==> src/rtl/lvd_pkg.sv <==
package lvd_pkg;

  // Wrap-aware age test: a is strictly younger than b within a window of
  // half the tag space.
  function automatic logic seq_younger(input logic [31:0] a,
                                       input logic [31:0] b,
                                       input int unsigned w);
    logic [31:0] d;
    logic [31:0] m;
    m = (32'd1 << w) - 32'd1;
    d = (a - b) & m;
    return (d != 32'd0) && !d[w-1];
  endfunction

  // The forwarding store is the committing store or younger than it.
  function automatic logic seq_same_or_younger(input logic [31:0] a,
                                               input logic [31:0] b,
                                               input int unsigned w);
    logic [31:0] m;
    m = (32'd1 << w) - 32'd1;
    return ((a & m) == (b & m)) || seq_younger(a, b, w);
  endfunction

endpackage

==> src/rtl/lvd_ptrs.sv <==
module lvd_ptrs #(
  parameter int DEPTH = 8,
  localparam int IDX_W = $clog2(DEPTH)
) (
  input  logic             clk,
  input  logic             rst_n,
  input  logic             push,
  input  logic             pop,
  input  logic             trunc,
  input  logic [IDX_W-1:0] trunc_off,
  output logic [IDX_W-1:0] head_idx,
  output logic [IDX_W-1:0] tail_idx,
  output logic [IDX_W:0]   count,
  output logic             full,
  output logic             empty
);

  logic [IDX_W:0] head_q;
  logic [IDX_W:0] tail_q;

  always_ff @(posedge clk) begin
    if (!rst_n) begin
      head_q <= '0;
      tail_q <= '0;
    end else begin
      if (pop) head_q <= head_q + 1'b1;
      if (trunc)     tail_q <= head_q + {1'b0, trunc_off};
      else if (push) tail_q <= tail_q + 1'b1;
    end
  end

  assign head_idx = head_q[IDX_W-1:0];
  assign tail_idx = tail_q[IDX_W-1:0];
  assign count    = tail_q - head_q;
  assign full     = (count == (IDX_W+1)'(DEPTH));
  assign empty    = (count == '0);


  count_bound_chk: assert property (@(posedge clk) disable iff (!rst_n)
    count <= (IDX_W+1)'(DEPTH));


  full_hold_chk: assert property (@(posedge clk) disable iff (!rst_n)
    (full && !pop && !trunc) |=> full);


  empty_pop_chk: assert property (@(posedge clk) disable iff (!rst_n)
    (empty && !push && !trunc) |=> empty);

endmodule

==> src/rtl/lvd_entries.sv <==
module lvd_entries
  import lvd_pkg::*;
#(
  parameter int DEPTH  = 8,
  parameter int SEQ_W  = 6,
  parameter int ADDR_W = 12,
  localparam int IDX_W = $clog2(DEPTH)
) (
  input  logic                         clk,
  input  logic                         rst_n,
  input  logic                         alloc_we,
  input  logic [IDX_W-1:0]             alloc_idx,
  input  logic [SEQ_W-1:0]             alloc_seq,
  input  logic                         exec_valid,
  input  logic [IDX_W-1:0]             exec_idx,
  input  logic [ADDR_W-1:0]            exec_addr,
  input  logic                         exec_fwd,
  input  logic [SEQ_W-1:0]             exec_fwd_seq,
  input  logic [DEPTH-1:0]             clear_mask,
  input  logic                         st_valid,
  input  logic [SEQ_W-1:0]             st_seq,
  input  logic [ADDR_W-1:0]            st_addr,
  output logic [DEPTH-1:0]             match,
  output logic [DEPTH-1:0][SEQ_W-1:0]  seq_o
);

  logic [DEPTH-1:0]             valid_q;
  logic [DEPTH-1:0]             done_q;
  logic [DEPTH-1:0]             fwd_q;
  logic [DEPTH-1:0][ADDR_W-1:0] addr_q;
  logic [DEPTH-1:0][SEQ_W-1:0]  seq_q;
  logic [DEPTH-1:0][SEQ_W-1:0]  fseq_q;

  always_ff @(posedge clk) begin
    if (!rst_n) begin
      valid_q <= '0;
      done_q  <= '0;
      fwd_q   <= '0;
      addr_q  <= '0;
      seq_q   <= '0;
      fseq_q  <= '0;
    end else begin
      for (int i = 0; i < DEPTH; i++) begin
        if (alloc_we && alloc_idx == IDX_W'(i)) begin
          valid_q[i] <= 1'b1;
          done_q[i]  <= 1'b0;
          fwd_q[i]   <= 1'b0;
          seq_q[i]   <= alloc_seq;
        end else if (clear_mask[i]) begin
          valid_q[i] <= 1'b0;
          done_q[i]  <= 1'b0;
        end else if (exec_valid && exec_idx == IDX_W'(i) && valid_q[i]) begin
          done_q[i] <= 1'b1;
          addr_q[i] <= exec_addr;
          fwd_q[i]  <= exec_fwd;
          fseq_q[i] <= exec_fwd_seq;
        end
      end
    end
  end

  // Probe view: stored state merged with an execute update of this cycle.
  logic [DEPTH-1:0]             eff_done;
  logic [DEPTH-1:0]             eff_fwd;
  logic [DEPTH-1:0][ADDR_W-1:0] eff_addr;
  logic [DEPTH-1:0][SEQ_W-1:0]  eff_fseq;

  for (genvar g = 0; g < DEPTH; g++) begin : g_probe
    logic upd;
    logic young;
    logic exempt;
    assign upd = exec_valid && (exec_idx == IDX_W'(g)) && valid_q[g];
    assign eff_done[g] = done_q[g] || upd;
    assign eff_fwd[g]  = upd ? exec_fwd     : fwd_q[g];
    assign eff_addr[g] = upd ? exec_addr    : addr_q[g];
    assign eff_fseq[g] = upd ? exec_fwd_seq : fseq_q[g];
    assign young  = seq_younger(32'(seq_q[g]), 32'(st_seq), SEQ_W);
    assign exempt = eff_fwd[g] &&
                    seq_same_or_younger(32'(eff_fseq[g]), 32'(st_seq), SEQ_W);
    assign match[g] = st_valid && valid_q[g] && eff_done[g] && young &&
                      (eff_addr[g] == st_addr) && !exempt;
  end

  assign seq_o = seq_q;


  match_held_chk: assert property (@(posedge clk) disable iff (!rst_n)
    (match != '0) |-> ((match & ~valid_q) == '0));

endmodule

==> src/rtl/lvd_pick.sv <==
module lvd_pick #(
  parameter int DEPTH = 8,
  localparam int IDX_W = $clog2(DEPTH)
) (
  input  logic             clk,
  input  logic             rst_n,
  input  logic [DEPTH-1:0] match,
  input  logic [IDX_W-1:0] head_idx,
  output logic             found,
  output logic [IDX_W-1:0] pick_off,
  output logic [IDX_W-1:0] pick_idx
);

  logic [DEPTH-1:0] rot;

  always_comb begin
    rot = '0;
    for (int i = 0; i < DEPTH; i++) rot[i] = match[head_idx + IDX_W'(i)];
    pick_off = '0;
    for (int i = DEPTH - 1; i >= 0; i--) begin
      if (rot[i]) pick_off = IDX_W'(i);
    end
  end

  assign found    = |rot;
  assign pick_idx = head_idx + pick_off;


  pick_in_set_chk: assert property (@(posedge clk) disable iff (!rst_n)
    found |-> match[pick_idx]);

endmodule

==> src/rtl/lvd_detector.sv <==
module lvd_detector #(
  parameter int DEPTH  = 8,
  parameter int SEQ_W  = 6,
  parameter int ADDR_W = 12,
  localparam int IDX_W = $clog2(DEPTH)
) (
  input  logic              clk,
  input  logic              rst_n,
  input  logic              alloc_valid,
  output logic              alloc_ready,
  input  logic [SEQ_W-1:0]  alloc_seq,
  output logic [IDX_W-1:0]  alloc_idx,
  input  logic              exec_valid,
  input  logic [IDX_W-1:0]  exec_idx,
  input  logic [ADDR_W-1:0] exec_addr,
  input  logic              exec_fwd,
  input  logic [SEQ_W-1:0]  exec_fwd_seq,
  input  logic              st_valid,
  input  logic [SEQ_W-1:0]  st_seq,
  input  logic [ADDR_W-1:0] st_addr,
  input  logic              retire_valid,
  output logic              replay_valid,
  output logic [IDX_W-1:0]  replay_idx,
  output logic [SEQ_W-1:0]  replay_seq
);

  logic [IDX_W-1:0]            head_idx;
  logic [IDX_W-1:0]            tail_idx;
  logic [IDX_W:0]              count;
  logic                        full;
  logic                        empty;
  logic [DEPTH-1:0]            match;
  logic [DEPTH-1:0][SEQ_W-1:0] seq_arr;
  logic                        found;
  logic [IDX_W-1:0]            pick_off;
  logic [IDX_W-1:0]            pick_idx;
  logic                        viol;
  logic                        push;
  logic                        pop;
  logic [DEPTH-1:0]            clear_mask;

  assign viol        = st_valid && found;
  assign alloc_ready = !full;
  assign alloc_idx   = tail_idx;
  assign push        = alloc_valid && !full && !viol;
  assign pop         = retire_valid && !empty && !viol;

  always_comb begin
    for (int j = 0; j < DEPTH; j++) begin
      logic [IDX_W-1:0] off;
      off = IDX_W'(j) - head_idx;
      clear_mask[j] = (viol && (off >= pick_off)) ||
                      (pop && (head_idx == IDX_W'(j)));
    end
  end

  lvd_ptrs #(.DEPTH(DEPTH)) u_ptrs (
    .clk       (clk),
    .rst_n     (rst_n),
    .push      (push),
    .pop       (pop),
    .trunc     (viol),
    .trunc_off (pick_off),
    .head_idx  (head_idx),
    .tail_idx  (tail_idx),
    .count     (count),
    .full      (full),
    .empty     (empty)
  );

  lvd_entries #(.DEPTH(DEPTH), .SEQ_W(SEQ_W), .ADDR_W(ADDR_W)) u_entries (
    .clk          (clk),
    .rst_n        (rst_n),
    .alloc_we     (push),
    .alloc_idx    (tail_idx),
    .alloc_seq    (alloc_seq),
    .exec_valid   (exec_valid),
    .exec_idx     (exec_idx),
    .exec_addr    (exec_addr),
    .exec_fwd     (exec_fwd),
    .exec_fwd_seq (exec_fwd_seq),
    .clear_mask   (clear_mask),
    .st_valid     (st_valid),
    .st_seq       (st_seq),
    .st_addr      (st_addr),
    .match        (match),
    .seq_o        (seq_arr)
  );

  lvd_pick #(.DEPTH(DEPTH)) u_pick (
    .clk      (clk),
    .rst_n    (rst_n),
    .match    (match),
    .head_idx (head_idx),
    .found    (found),
    .pick_off (pick_off),
    .pick_idx (pick_idx)
  );

  always_ff @(posedge clk) begin
    if (!rst_n) begin
      replay_valid <= 1'b0;
      replay_idx   <= '0;
      replay_seq   <= '0;
    end else begin
      replay_valid <= viol;
      if (viol) begin
        replay_idx <= pick_idx;
        replay_seq <= seq_arr[pick_idx];
      end
    end
  end


  replay_cause_chk: assert property (@(posedge clk) disable iff (!rst_n)
    replay_valid |-> $past(st_valid));


  replay_trunc_chk: assert property (@(posedge clk) disable iff (!rst_n)
    replay_valid |-> (tail_idx == replay_idx));


  quiet_probe_chk: assert property (@(posedge clk) disable iff (!rst_n)
    (st_valid && !found && !alloc_valid && !retire_valid) |=>
      (!replay_valid && $stable(tail_idx) && $stable(head_idx)));

endmodule

==> config.mk <==
export PLATFORM = sky130hd
export DESIGN_NAME = lvd_detector
export DESIGN_NICKNAME = d
export VERILOG_FILES = /design/src/rtl/lvd_pkg.sv /design/src/rtl/lvd_ptrs.sv /design/src/rtl/lvd_entries.sv /design/src/rtl/lvd_pick.sv /design/src/rtl/lvd_detector.sv
export SDC_FILE = /design/constraint.sdc
export NUM_CORES = 1
export LEC_CHECK = 0
export ABC_AREA = 1
export CORE_ASPECT_RATIO = 1.2
export CORE_MARGIN = 2
export CORE_UTILIZATION = 64
export DETAILED_ROUTE_END_ITERATION = 6
export PLACE_DENSITY = 0.84
export SYNTH_ARGS = -nofsm -noshare
export SYNTH_HDL_FRONTEND = slang
export SYNTH_SLANG_ARGS = --single-unit
==> constraint.sdc <==
create_clock -name clk -period 7.3 [get_ports clk]
set_input_delay 1.46 -clock clk [delete_from_list [all_inputs] [get_ports clk]]
set_output_delay 1.46 -clock clk [all_outputs]
set_load 0.02 [all_outputs]
# Word level (Yosys, flattened, before mapping)
# Index checks and enable logic that the tools add are counted.
[totals]
register_bits = 234
input_bits = 52
output_inout_bits = 14
word_cells = 443
[classes]
n_addsub = 36
n_lt_le_gt_ge = 17
n_eq_ne = 38
n_mux = 68
bitwise_logic = 17
n_reduce_logical = 214
[ops]
columns = ["op", "n"]
rows = [
  ["$reduce_bool 32->1", 16],
  ["$logic_and 1x1->1", 109],
  ["$eq 12x12->1", 8],
  ["$mux 12", 8],
  ["$sub 6x6->6", 16],
  ["$mux 6", 9],
  ["$eq 6x6->1", 8],
  ["$eq 3x3->1 const B", 12],
  ["$lt 3x4->1 const B", 9],
  ["$mux 1", 32],
  ["$logic_not 1->1", 27],
  ["$bmux 1 s3", 8],
  ["$ge 3x3->1", 8],
  ["$logic_or 1x1->1", 24],
  ["$mux 3", 8],
  ["$reduce_or 3->1", 8],
  ["$bmux 6 s3", 1],
  ["$eq 3x2->1 const B", 6],
  ["$reduce_bool 2->1", 9],
  ["$not 1->1", 17],
  ["$reduce_and 2->1", 8],
  ["$reduce_or 2->1", 8],
  ["$add 3x3->3 const B", 4],
  ["$sub 3x3->3 const A", 4],
  ["other kinds (14)", 23],
]

# Depth between registers and ports, before layout
[logic_depth]
depth_word = 26
ltp_mapped = 43
depth_no_buf = 38

# Cells and area by module
# From an unflattened synthesis, not the netlist that was laid out.
[hier_totals]
cells_unflattened = 2994
hier_area_um2 = 17991.0
[modules_own_cells]
columns = ["mod", "n_inst", "cells_each", "area_each_um2", "seq_area_each_um2"]
rows = [
  ["lvd_entries", 1, 2530, 15248.4, 4324.1],
  ["lvd_detector", 1, 257, 1456.4, 200.2],
  ["lvd_ptrs", 1, 103, 700.7, 160.2],
  ["lvd_pick", 1, 104, 585.6, 0.0],
]

# Least setup slack after synthesis
# Ideal clock, no wire load.
[synth_timing]
path_type = "input to register"
startpoint = "input exec_idx[2]"
endpoint = "register u_entries.fwd_q[0]"
setup_time_ns = 0.070
t_arrival_ns = 6.007
required_ns = 7.230
path_slack_ns = 1.223
path_stages = 37
n_path_buf = 5
path_cell_list = "buf_4 inv_2 nand3_1 nor2_4 buf_4 clkbuf_1 o21ai_0 ha_1 a21oi_1 o21ai_0 nor2_1 nand3_1 nand3_1 nand2_1 nand2_1 nand4_1 nand2_1 nand2_1 nand2_1 nand2_1 nand2_1 a31oi_1 nor2_1 o21bai_1 a31oi_1 ha_1 clkbuf_1 clkinv_1 nand2_1 a21oi_1 o21bai_1 nand2_1 buf_1 nand2_1 inv_1 nand2_1 a21oi_1"
[synth_lines]
columns = ["item", "line_no", "source"]
rows = [
  ["start: declaration", "lvd_detector.sv:14", "input logic [IDX_W-1:0] exec_idx,"],
  ["end signal: indexed assignment", "lvd_entries.sv:55", "fwd_q[i] <= exec_fwd;"],
  ["end: declaration", "lvd_entries.sv:29", "logic [DEPTH-1:0] fwd_q;"],
]

==> flow_metrics.py <==
metrics = {
    "global_routing": {
        "antenna_found_initial": 2,
        "overflow": 0,
        "grt_max_degree": 121,
        "grtUsageTotal_pct": 47.7,
        "grt_pass1_vias": 23900,
        "grt_pass1_wl_mm": 127,
    },
    "yosys": {
        "synth_area_leaders": "nand2_1 (24%), dfxtp_1 (22%), inv_1 (8.5%), nand3_1 (7.6%), nor2_1 (7.3%)",
        "synthFlopType": "dfxtp_1",
        "synth.distinct_cells": 43,
        "yosysMostFrequentCell": "nand2_1",
        "async_flop_share_pct": 0,
        "synth-seq-cells": 234,
        "synth_top_area_cell": "nand2_1",
        "syn_inst": 3716,
        "synth_commonest_cells": "nand2_1 (1,358), inv_1 (472), nor2_1 (406)",
        "synth.top_cell.area_share_pct": 24.5,
        "synth_nets": 3892,
        "synth.avg_cell_area_um2": 5.61,
        "seq_area_frac_synth_pct": 22.5,
        "ys_warn_count": 0,
        "synth_enable_flop_cells": 0,
        "syn_area_um2": 20800,
    },
    "setup_path": {
        "slowest_delay_ns": 0.61,
        "r2r-end": "replay_seq[1]",
        "worst_setup_path_end_kind": "flop",
        "worst-path-buf-inv": 3,
        "reg2reg_from": "u_entries.valid_q[7]",
        "crit_family": "simple AND/OR/NAND/NOR gates",
        "r2r_setup_slack_ns": 1.47,
        "reg2regPathDepth": 34,
        "cp_num_cells": 34,
        "cp_slowest_cell": "clkdlybuf4s50_1",
        "startpoint": "exec_idx[0]",
        "required_ns": 7.75,
        "worstPathArrival_ns": 7.30,
        "crit_fanout": 13,
        "start_kind": "input port",
        "critPathCapture": "replay_seq[1]",
        "cpMostUsedCell": "nand2_1",
        "crit_type": "input port to flop",
    },
    "timing": {
        "hold_ws_ns": 0.466,
        "min_period_over_period_pct": 93.9,
        "skew_ns": 0.0276,
        "finalSetupTns_ns": 0,
        "rsz0062_at_grt": "false",
        "max_freq_mhz": 146,
        "tightestPinTransition_ns": 1.10,
        "drv_slew": 0,
        "finalSetupViolCount": 0,
        "slew_headroom_pct": 26.9,
        "period_needed_ns": 6.85,
        "finalHoldViolations": 0,
    },
    "floorplan": {
        "core-area_um2": 32200,
        "die_h_um": 202,
        "die_area_um2": 34000,
        "initial_core_util_pct": 64.8,
        "num_io_pins": 66,
        "std_cell_rows": 72,
        "die_w_um": 169,
    },
    "place": {
        "gp_congestion": 1.14,
        "dp_hpwl_mm": 60.1,
        "io_buffers": 65,
    },
    "detailed_routing": {
        "wire_per_inst_um": 20.0,
        "initialDrtViolationCount": 3124,
        "vias": 25500,
        "ant_nets": 0,
        "drc": 0,
        "viasPerCell": 6.11,
        "dr.pass1.iters": 6,
        "drt_wl_total_mm": 83.2,
    },
    "cells_and_area": {
        "nets": 3919,
        "diodes": 0,
        "drive_gt1_share_pct": 4.41,
        "syn_to_final_growth_pct": 9.84,
    },
    "clocking": {
        "clk_latency_ns": 0.58,
        "cts.reportedPaths.clkPinSlew_ns": 0.07,
        "h-tree-depth": 1,
        "cts_max_path_buffers": 3,
        "cts_buffers": 27,
        "hold_buffers": 0,
        "post_cts_buffers": 0,
        "cts_resized": 0,
        "cts.sinks": 234,
        "cts-root-buf": "clkbuf_16",
        "cts_tree": "done",
    },
    "run": {
        "cap_violations": 0,
    },
    "hold_path": {
        "holdCritPathClass": "flop to flop",
    },
    "pwr": {
        "leakage_nw": 12.1,
        "powerDensity_nw_per_um2": 337,
        "max-vdd-ir-drop_v": 0.000198,
    },
    "run_status": {
        "status": "completed",
    },
}
through the flow:
stage	area, um^2	power [mW]	std cells	worst slack [ns]	utilization (%)
final	22900	7.71	4169	0.447	71.2
after global routing	22900	8.33	4169	0.0569	71.2
after CTS	22900	7.54	4169	0.411	71.1
after detailed placement	22000	6.11	4121	-0.117	68.3
after global placement	22000	5.93	4121	0.0312	68.3
after floorplan	20800	5.01	3716	1.22	-
per-layer routing:
layer | global-route usage, % | part of all wire, %
met1 | 55.0 | 35
met2 | 72.6 | 41
met3 | 12.2 | 13
met4 | 42.5 | 10
met5 | 0 | 0.013
area by class of cell:
type | instances | area, um^2
multi-input combinational | 2836 | 13600
fill | 2872 | 9270
sequential | 234 | 4680
inverter | 493 | 1850
timing repair buffer | 151 | 1320
clock buffer | 40 | 795
tap | 407 | 509
clock inverter | 8 | 105
cells in the final DEF (no fill, tap or decap), types with 2 or more instances in the layout:
cell / synthesis / final
dfxtp_1: 234 / 234
nand3_2: 14 / 14
inv_2: 2 / 2
nor2_4: 1 / 5
clkbuf_8: 0 / 7
buf_4: 10 / 85
nor3_1: 27 / 27
nand2_2: 6 / 6
a211oi_1: 3 / 3
o21bai_1: 10 / 10
o211ai_1: 10 / 10
o21ai_0: 152 / 149
clkbuf_1: 78 / 6
fa_1: 9 / 9
nor2_1: 406 / 406
nor4_1: 3 / 3
dlymetal6s2s_1: 0 / 2
clkdlybuf4s50_1: 0 / 62
a31oi_1: 2 / 2
xnor2_1: 17 / 17
nand2_1: 1358 / 1358
inv_1: 472 / 472
clkinvlp_4: 0 / 3
nand3_4: 2 / 2
nand4_1: 174 / 174
nor2_2: 9 / 5
a21oi_1: 139 / 139
and2_1: 3 / 3
ha_1: 115 / 115
clkbuf_16: 0 / 27
o21ai_1: 7 / 10
a21o_1: 2 / 2
xor2_1: 18 / 18
a311oi_1: 2 / 2
bufinv_16: 0 / 2
clkinv_1: 19 / 19
nand3_1: 317 / 317
o22ai_1: 4 / 4
nand3b_1: 19 / 19
worst min-delay path, stage by stage (launching register included):
cell and delay [ns]:
dfxtp_1 0.31, nand2_1 0.06, a21oi_1 0.05
kinds of logic after synthesis:
| family | Yosys count | share of synthesized area [%] |
|---|---|---|
| AOI/OAI and AO/OA | 334 | 8.43 |
| adders and majority gates | 124 | 7.77 |
| and+or+nand+nor | 2343 | 47.6 |
| buffers and inverters | 646 | 12.2 |
| xor gates and xnor gates | 35 | 1.47 |
| DFF | 234 | 22.5 |
where the power goes:
group          switching, mW  internal [mW]  total, mW
sequential             0.149           1.61       1.76
clock                  0.598          0.821       1.42
combinational           3.07           1.46       4.53
total                   3.82           3.89       7.71
sequential cells by signal (all words and copies together), names as in the netlist:
register / flops
u_entries.done_q: 8
replay_idx: 3
u_entries.seq_o: 48
u_ptrs.head_q: 4
u_entries.fwd_q: 8
replay_valid: 1
u_ptrs.tail_q: 4
u_entries.valid_q: 8
u_entries.addr_q: 96
u_entries.fseq_q: 48
replay_seq: 6
worst min-delay path by stage:
stage | depth (start not counted) | slack, ns | to | startpoint
2_1_floorplan | 2 | 0.44 | u_entries.fwd_q[6] | u_entries.fwd_q[6]
3_3_place_gp | 2 | 0.45 | u_entries.fwd_q[1] | u_entries.fwd_q[1]
3_5_place_dp | 2 | 0.46 | u_entries.fwd_q[7] | u_entries.fwd_q[7]
4_1_cts | 2 | 0.47 | u_entries.fwd_q[1] | u_entries.fwd_q[1]
5_1_grt | 2 | 0.48 | u_entries.fwd_q[7] | u_entries.fwd_q[7]
6_report | 2 | 0.47 | u_entries.fwd_q[7] | u_entries.fwd_q[7]
(Power assumes the default switching activity.)
